===== src/rtl/hb_pkg.sv =====
package hb_pkg;

    typedef enum logic [1:0] {
        LEG_LOW  = 2'b00,
        LEG_HIGH = 2'b01,
        LEG_OFF  = 2'b10
    } leg_t;

    typedef struct packed {
        leg_t leg_a;
        leg_t leg_b;
        logic flag_n;
    } drive_t;

    // Index of each pin within the synchronized bundle
    localparam int PIN_EN    = 0;
    localparam int PIN_DIRA  = 1;
    localparam int PIN_DIRB  = 2;
    localparam int PIN_INV   = 3;
    localparam int PIN_DISH  = 4;
    localparam int PIN_DISLN = 5;
    localparam int PIN_UV    = 6;
    localparam int PIN_OT    = 7;
    localparam int PIN_COOL  = 8;
    localparam int PIN_SC    = 9;
    localparam int PIN_COUNT = 10;

endpackage


===== src/rtl/hb_sync.sv =====
module hb_sync #(
    parameter int WIDTH  = 8,
    parameter int STAGES = 2,
    parameter logic [WIDTH-1:0] RST_VAL = '0
) (
    input  logic             clk,
    input  logic             rst_n,
    input  logic [WIDTH-1:0] async_i,
    output logic [WIDTH-1:0] sync_o
);

    logic [WIDTH-1:0] stage_q [STAGES];
    logic [WIDTH-1:0] stage_d [STAGES];

    generate
        for (genvar s = 0; s < STAGES; s++) begin : g_stage
            if (s == 0) begin : g_first
                assign stage_d[s] = async_i;
            end else begin : g_rest
                assign stage_d[s] = stage_q[s-1];
            end
            always_ff @(posedge clk or negedge rst_n) begin
                if (!rst_n) stage_q[s] <= RST_VAL;
                else        stage_q[s] <= stage_d[s];
            end
        end
    endgenerate

    assign sync_o = stage_q[STAGES-1];

endmodule


===== src/rtl/hb_fault_latch.sv =====
module hb_fault_latch #(
    parameter logic EN_RST    = 1'b0,
    parameter logic DISH_RST  = 1'b1,
    parameter logic DISLN_RST = 1'b0
) (
    input  logic clk,
    input  logic rst_n,
    input  logic en_s,
    input  logic dis_hi_s,
    input  logic dis_lo_n_s,
    input  logic sc_s,
    input  logic ot_s,
    input  logic ot_cool_s,
    output logic sc_lat_o,
    output logic ot_lat_o
);

    typedef struct packed {
        logic en_prev;
        logic dish_prev;
        logic disln_prev;
        logic sc_lat;
        logic ot_lat;
    } lat_t;

    lat_t st_d, st_q;
    logic clr_evt;

    always_comb begin
        clr_evt = (st_q.dish_prev & ~dis_hi_s)
                | (~st_q.disln_prev & dis_lo_n_s)
                | (st_q.en_prev ^ en_s);

        st_d            = st_q;
        st_d.en_prev    = en_s;
        st_d.dish_prev  = dis_hi_s;
        st_d.disln_prev = dis_lo_n_s;

        // Setting has priority over clearing
        if (sc_s)         st_d.sc_lat = 1'b1;
        else if (clr_evt) st_d.sc_lat = 1'b0;

        // Overtemperature needs the cooled indication to release
        if (ot_s)                        st_d.ot_lat = 1'b1;
        else if (clr_evt && ot_cool_s)   st_d.ot_lat = 1'b0;
    end

    always_ff @(posedge clk or negedge rst_n) begin
        if (!rst_n) begin
            st_q.en_prev    <= EN_RST;
            st_q.dish_prev  <= DISH_RST;
            st_q.disln_prev <= DISLN_RST;
            st_q.sc_lat     <= 1'b0;
            st_q.ot_lat     <= 1'b0;
        end else begin
            st_q <= st_d;
        end
    end

    assign sc_lat_o = st_q.sc_lat;
    assign ot_lat_o = st_q.ot_lat;

endmodule


===== src/rtl/hb_decode.sv =====
module hb_decode
    import hb_pkg::*;
(
    input  logic   en,
    input  logic   dir_a,
    input  logic   dir_b,
    input  logic   inv,
    input  logic   dis_hi,
    input  logic   dis_lo_n,
    input  logic   uv,
    input  logic   fault_lat,
    output drive_t drive
);

    logic off_req;
    logic eff_a, eff_b;

    always_comb begin
        off_req = dis_hi | ~dis_lo_n | uv | fault_lat;
        eff_a   = dir_a ^ inv;
        eff_b   = dir_b ^ inv;

        if (!en) begin
            drive.leg_a  = LEG_OFF;
            drive.leg_b  = LEG_OFF;
            drive.flag_n = 1'b1;
        end else if (off_req) begin
            drive.leg_a  = LEG_OFF;
            drive.leg_b  = LEG_OFF;
            drive.flag_n = 1'b0;
        end else begin
            drive.leg_a  = eff_a ? LEG_HIGH : LEG_LOW;
            drive.leg_b  = eff_b ? LEG_HIGH : LEG_LOW;
            drive.flag_n = 1'b1;
        end
    end

endmodule


===== src/rtl/hbridge_ctrl.sv =====
module hbridge_ctrl
    import hb_pkg::*;
#(
    parameter int SYNC_STAGES = 2
) (
    input  logic       clk,
    input  logic       rst_n,
    input  logic       en_i,
    input  logic       dir_a_i,
    input  logic       dir_b_i,
    input  logic       inv_i,
    input  logic       dis_hi_i,
    input  logic       dis_lo_n_i,
    input  logic       uv_i,
    input  logic       ot_i,
    input  logic       ot_cool_i,
    input  logic       sc_i,
    output logic [1:0] leg_a_o,
    output logic [1:0] leg_b_o,
    output logic       flag_n_o
);

    // Reset values match the pins' idle (safe) levels
    localparam logic [PIN_COUNT-1:0] PIN_RST =
        (PIN_COUNT'(1) << PIN_DIRA) | (PIN_COUNT'(1) << PIN_DIRB) |
        (PIN_COUNT'(1) << PIN_DISH) | (PIN_COUNT'(1) << PIN_COOL);

    logic [PIN_COUNT-1:0] pins_raw, pins_s;
    logic en_s, dir_a_s, dir_b_s, inv_s, dis_hi_s, dis_lo_n_s;
    logic uv_s, ot_s, ot_cool_s, sc_s;
    logic sc_lat, ot_lat;
    drive_t drv_d, drv_q;

    always_comb begin
        pins_raw            = '0;
        pins_raw[PIN_EN]    = en_i;
        pins_raw[PIN_DIRA]  = dir_a_i;
        pins_raw[PIN_DIRB]  = dir_b_i;
        pins_raw[PIN_INV]   = inv_i;
        pins_raw[PIN_DISH]  = dis_hi_i;
        pins_raw[PIN_DISLN] = dis_lo_n_i;
        pins_raw[PIN_UV]    = uv_i;
        pins_raw[PIN_OT]    = ot_i;
        pins_raw[PIN_COOL]  = ot_cool_i;
        pins_raw[PIN_SC]    = sc_i;
    end

    hb_sync #(
        .WIDTH  (PIN_COUNT),
        .STAGES (SYNC_STAGES),
        .RST_VAL(PIN_RST)
    ) u_sync (
        .clk    (clk),
        .rst_n  (rst_n),
        .async_i(pins_raw),
        .sync_o (pins_s)
    );

    assign en_s       = pins_s[PIN_EN];
    assign dir_a_s    = pins_s[PIN_DIRA];
    assign dir_b_s    = pins_s[PIN_DIRB];
    assign inv_s      = pins_s[PIN_INV];
    assign dis_hi_s   = pins_s[PIN_DISH];
    assign dis_lo_n_s = pins_s[PIN_DISLN];
    assign uv_s       = pins_s[PIN_UV];
    assign ot_s       = pins_s[PIN_OT];
    assign ot_cool_s  = pins_s[PIN_COOL];
    assign sc_s       = pins_s[PIN_SC];

    hb_fault_latch #(
        .EN_RST   (PIN_RST[PIN_EN]),
        .DISH_RST (PIN_RST[PIN_DISH]),
        .DISLN_RST(PIN_RST[PIN_DISLN])
    ) u_latch (
        .clk       (clk),
        .rst_n     (rst_n),
        .en_s      (en_s),
        .dis_hi_s  (dis_hi_s),
        .dis_lo_n_s(dis_lo_n_s),
        .sc_s      (sc_s),
        .ot_s      (ot_s),
        .ot_cool_s (ot_cool_s),
        .sc_lat_o  (sc_lat),
        .ot_lat_o  (ot_lat)
    );

    hb_decode u_decode (
        .en       (en_s),
        .dir_a    (dir_a_s),
        .dir_b    (dir_b_s),
        .inv      (inv_s),
        .dis_hi   (dis_hi_s),
        .dis_lo_n (dis_lo_n_s),
        .uv       (uv_s),
        .fault_lat(sc_lat | ot_lat),
        .drive    (drv_d)
    );

    always_ff @(posedge clk or negedge rst_n) begin
        if (!rst_n) begin
            drv_q.leg_a  <= LEG_OFF;
            drv_q.leg_b  <= LEG_OFF;
            drv_q.flag_n <= 1'b1;
        end else begin
            drv_q <= drv_d;
        end
    end

    assign leg_a_o  = drv_q.leg_a;
    assign leg_b_o  = drv_q.leg_b;
    assign flag_n_o = drv_q.flag_n;

endmodule


===== config.mk =====
export PLATFORM = sky130hd
export DESIGN_NAME = hbridge_ctrl
export DESIGN_NICKNAME = d
export VERILOG_FILES = /design/src/rtl/hb_pkg.sv /design/src/rtl/hb_sync.sv /design/src/rtl/hb_fault_latch.sv /design/src/rtl/hb_decode.sv /design/src/rtl/hbridge_ctrl.sv
export SDC_FILE = /design/constraint.sdc
export NUM_CORES = 1
export LEC_CHECK = 0
export ABC_AREA = 1
export ABC_CLOCK_PERIOD_IN_PS = 1700
export BUFFER_PORTS_ARGS = -buffer_cell sky130_fd_sc_hd__buf_4
export CORE_UTILIZATION = 34
export DETAILED_ROUTE_END_ITERATION = 8
export GPL_TIMING_DRIVEN = 0
export SYNTH_ARGS = -nofsm -noshare
export SYNTH_HDL_FRONTEND = slang
export SYNTH_SLANG_ARGS = --single-unit
export TNS_END_PERCENT = 30

===== constraint.sdc =====
create_clock -name clk -period 1.7 [get_ports clk]
set_input_delay 0 -clock clk [delete_from_list [all_inputs] [get_ports clk]]
set_output_delay 0 -clock clk [all_outputs]
set_load 0.01 [all_outputs]

==> flow_metrics.py <==
metrics = {
    "min_path": {
        "hold_class": "in2async",
    },
    "die": {
        "core.rowCount": 18,
        "start_util_pct": 35.9,
        "chipHeight_microns": 52.9,
        "dieArea_sq_um": 2800,
        "core_area_sq_um": 2450,
        "top_level_ports": 17,
        "die_w_microns": 52.9,
    },
    "logic_synthesis": {
        "syn_area_sq_um": 882,
        "syn_area_per_cell_sq_um": 15.0,
        "synthTopCellsByArea": "dfrtp_1 51%, dfstp_2 33%, nand2_1 4.7%",
        "yosysTopAreaCell": "dfrtp_1",
        "ys_ff_latch": 29,
        "synth_nets": 71,
        "yosys_warnings": 0,
        "ys_seq_area_share_pct": 83.8,
        "yosysTopAreaCellShare_pct": 51.1,
        "syn_inst": 59,
        "synthDistinctLibCells": 12,
    },
    "cts": {
        "postCtsSetupBuffers": 0,
        "htree_levels": 2,
        "cts_buffers": 5,
        "clk_path_buf_depth": 2,
        "cts.sinks": 29,
        "clk_latency_ns": 0.31,
        "cts.clk_slew.worst_paths_ns": 0.08,
        "ctsRootBufferMaster": "clkbuf_4",
        "cts_tree": "done",
    },
    "route": {
        "wl_per_cell_microns": 9.40,
        "drc": 0,
        "drt_iter0_drc": 2,
        "ant_nets": 0,
        "dr.pass1.iters": 3,
        "num_vias": 485,
        "drt-vias-per-instance": 3.91,
        "totalWireLength_mm": 1.17,
    },
    "critical_path": {
        "crit_start": "leg_a_o[1]",
        "timing.critical_path.mode_cell": "buf_4",
        "crit_path_top_delay_cell": "dfstp_2",
        "cp-end-kind": "output pin",
        "crit_required_ns": 1.70,
        "crit_path_start_kind": "register",
        "cp.arrival_ns": 1.03,
        "critPathMaxFanout": 2,
        "worstReg2RegStart": "u_sync.sync_o[4]",
        "setup.worst_path.end": "leg_b_o[1]",
        "path_class": "reg2out",
        "reg2reg_depth": 8,
        "worstPathCellList": "buf_4, buf_4",
        "reg2reg_slack_ns": 0.71,
        "critPathMaxStageDelay_ns": 0.53,
        "r2r-end": "u_latch.ot_lat_o",
    },
    "timing": {
        "finalClockSkew_ns": 0.00737,
        "max_freq_ghz": 0.972,
        "whs_ns": 0.138,
        "setup_tns_ns": 0,
        "worstMarginPinSlew_ns": 0.341,
        "post-route-period-util_pct": 60.5,
        "rsz0062_at_grt": "no",
        "fin_crit_ns": 1.03,
        "slew_viol_final": 0,
        "relSlewSlack_pct": 77.3,
        "setup_violations": 0,
        "hold_violations": 0,
    },
    "status": {
        "status": "finished clean",
    },
    "placement": {
        "place.gp.congestion": 0.670,
        "dp_hpwl_microns": 729,
        "port_buffers": 16,
    },
    "power_and_ir_drop": {
        "ir_drop_mv": 0.927,
        "cellPowerDensity_nw_per_um2": 1120,
        "leakage_nw": 0.600,
    },
    "global_routing": {
        "grt_use_total_pct": 11.1,
        "antenna_found_initial": 0,
        "grt-ovfl-total": 0,
        "first_global_vias": 477,
        "grt_max_degree": 30,
        "grt_pass1_wl_mm": 1.94,
    },
    "layout": {
        "drive_gt1_share_pct": 40.4,
        "layout_common_cells": "18 x dfrtp_1, 17 x buf_4, 11 x nand2_1, 11 x dfstp_2, 11 x dlygate4sd3_1",
        "num_antenna_cells": 0,
        "mostFrequentLayoutCell": "dfrtp_1",
        "nFillCells": 201,
        "post-route-util_pct": 50.3,
        "fin_nets": 105,
        "synthToLayoutAreaGrowth_pct": 40.0,
    },
    "job": {
        "maxCapViolations": 0,
    },
}
## layer usage
metal  wire length, microns  up-vias  global-route usage [%]
met5                      0        -                       0
met4                     23        0                    9.21
met3                     60        4                    5.17
met2                    672       16                    18.4
met1                    410      225                    10.2
li1                       -      240                       -
## cell families (layout without fill, tap and decap cells)
kind of cell              after synthesis  in the layout  synth area share, %
buffers and inverters                  10             45                 4.68
DFF                                    29             29                 83.8
AOI/OAI and AO/OA                       1              1                0.851
xor gates and xnor gates                2              2                 1.99
and+or+nand+nor                        17             17                 8.65
## synthesized netlist by cell type (all sizes together)
cell    count
buf         1
xnor2       2
dfstp      11
nand3       1
nor2        4
nand4       1
o21bai      1
inv         9
nand2      11
dfrtp      18
## area by class of cell
| class | count | area (sq um) | share of cell area, % |
|---|---|---|---|
| sequential | 29 | 739 | 59.9 |
| timing repair buffer | 27 | 230 | 18.6 |
| multi-input combinational | 20 | 101 | 8.21 |
| clock buffer | 7 | 55.1 | 4.46 |
| tap | 30 | 37.5 | 3.04 |
| inverter | 9 | 33.8 | 2.74 |
| clock inverter | 1 | 30.0 | 2.43 |
| buffer | 1 | 7.51 | 0.608 |
## sequential cells by signal, indices dropped and copies added (netlist names)
signal / cells
flag_n_o: 1
leg_a_o: 2
leg_b_o: 1
u_latch.ot_lat_o: 1
u_latch.sc_lat_o: 1
u_latch.st_q: 3
u_sync.stage_d: 10
u_sync.sync_o: 10
## worst max-delay path, delay by kind of cell (launching register included)
family | cells | cell delay (ns)
DFF | 1 | 0.53
buffers and inverters | 2 | 0.19
## power breakdown
part | internal, mW | leakage [nW] | switching, mW
sequential | 0.732 | 0.328 | 0.0138
combinational | 0.0448 | 0.226 | 0.0321
clock | 0.351 | 0.0455 | 0.211
## metrics by stage
stage / total power, mW / instance area, sq um / worst slack, ns / std cells
floorplan: 0.777 / 882 / 0.782 / 59
global placement: 0.813 / 1040 / 0.743 / 105
detailed placement: 0.818 / 1040 / 0.723 / 105
CTS: 1.41 / 1230 / 0.650 / 124
global route: 1.45 / 1230 / 0.620 / 124
finish: 1.39 / 1230 / 0.671 / 124
## worst min path at each step
stage	to	slack (ns)	depth (start not counted)
5_1_grt	u_sync.sync_o[3]	0.13	2
6_report	u_sync.sync_o[3]	0.14	2
3_5_place_dp	u_sync.sync_o[3]	-0.07	1
3_3_place_gp	u_sync.stage_d[3]	-0.08	1
4_1_cts	u_sync.stage_d[0]	0.12	2
2_1_floorplan	leg_a_o[0]	-0.30	0
## what timing repair did
| item | 4_1_cts | 5_1_grt |
|---|---|---|
| resized for setup | 0 | 0 |
| endpoints found under the hold margin | 39 | 0 |
| hold buffers | 11 | 0 |
Note: power is estimated with default switching activity, not from simulation.
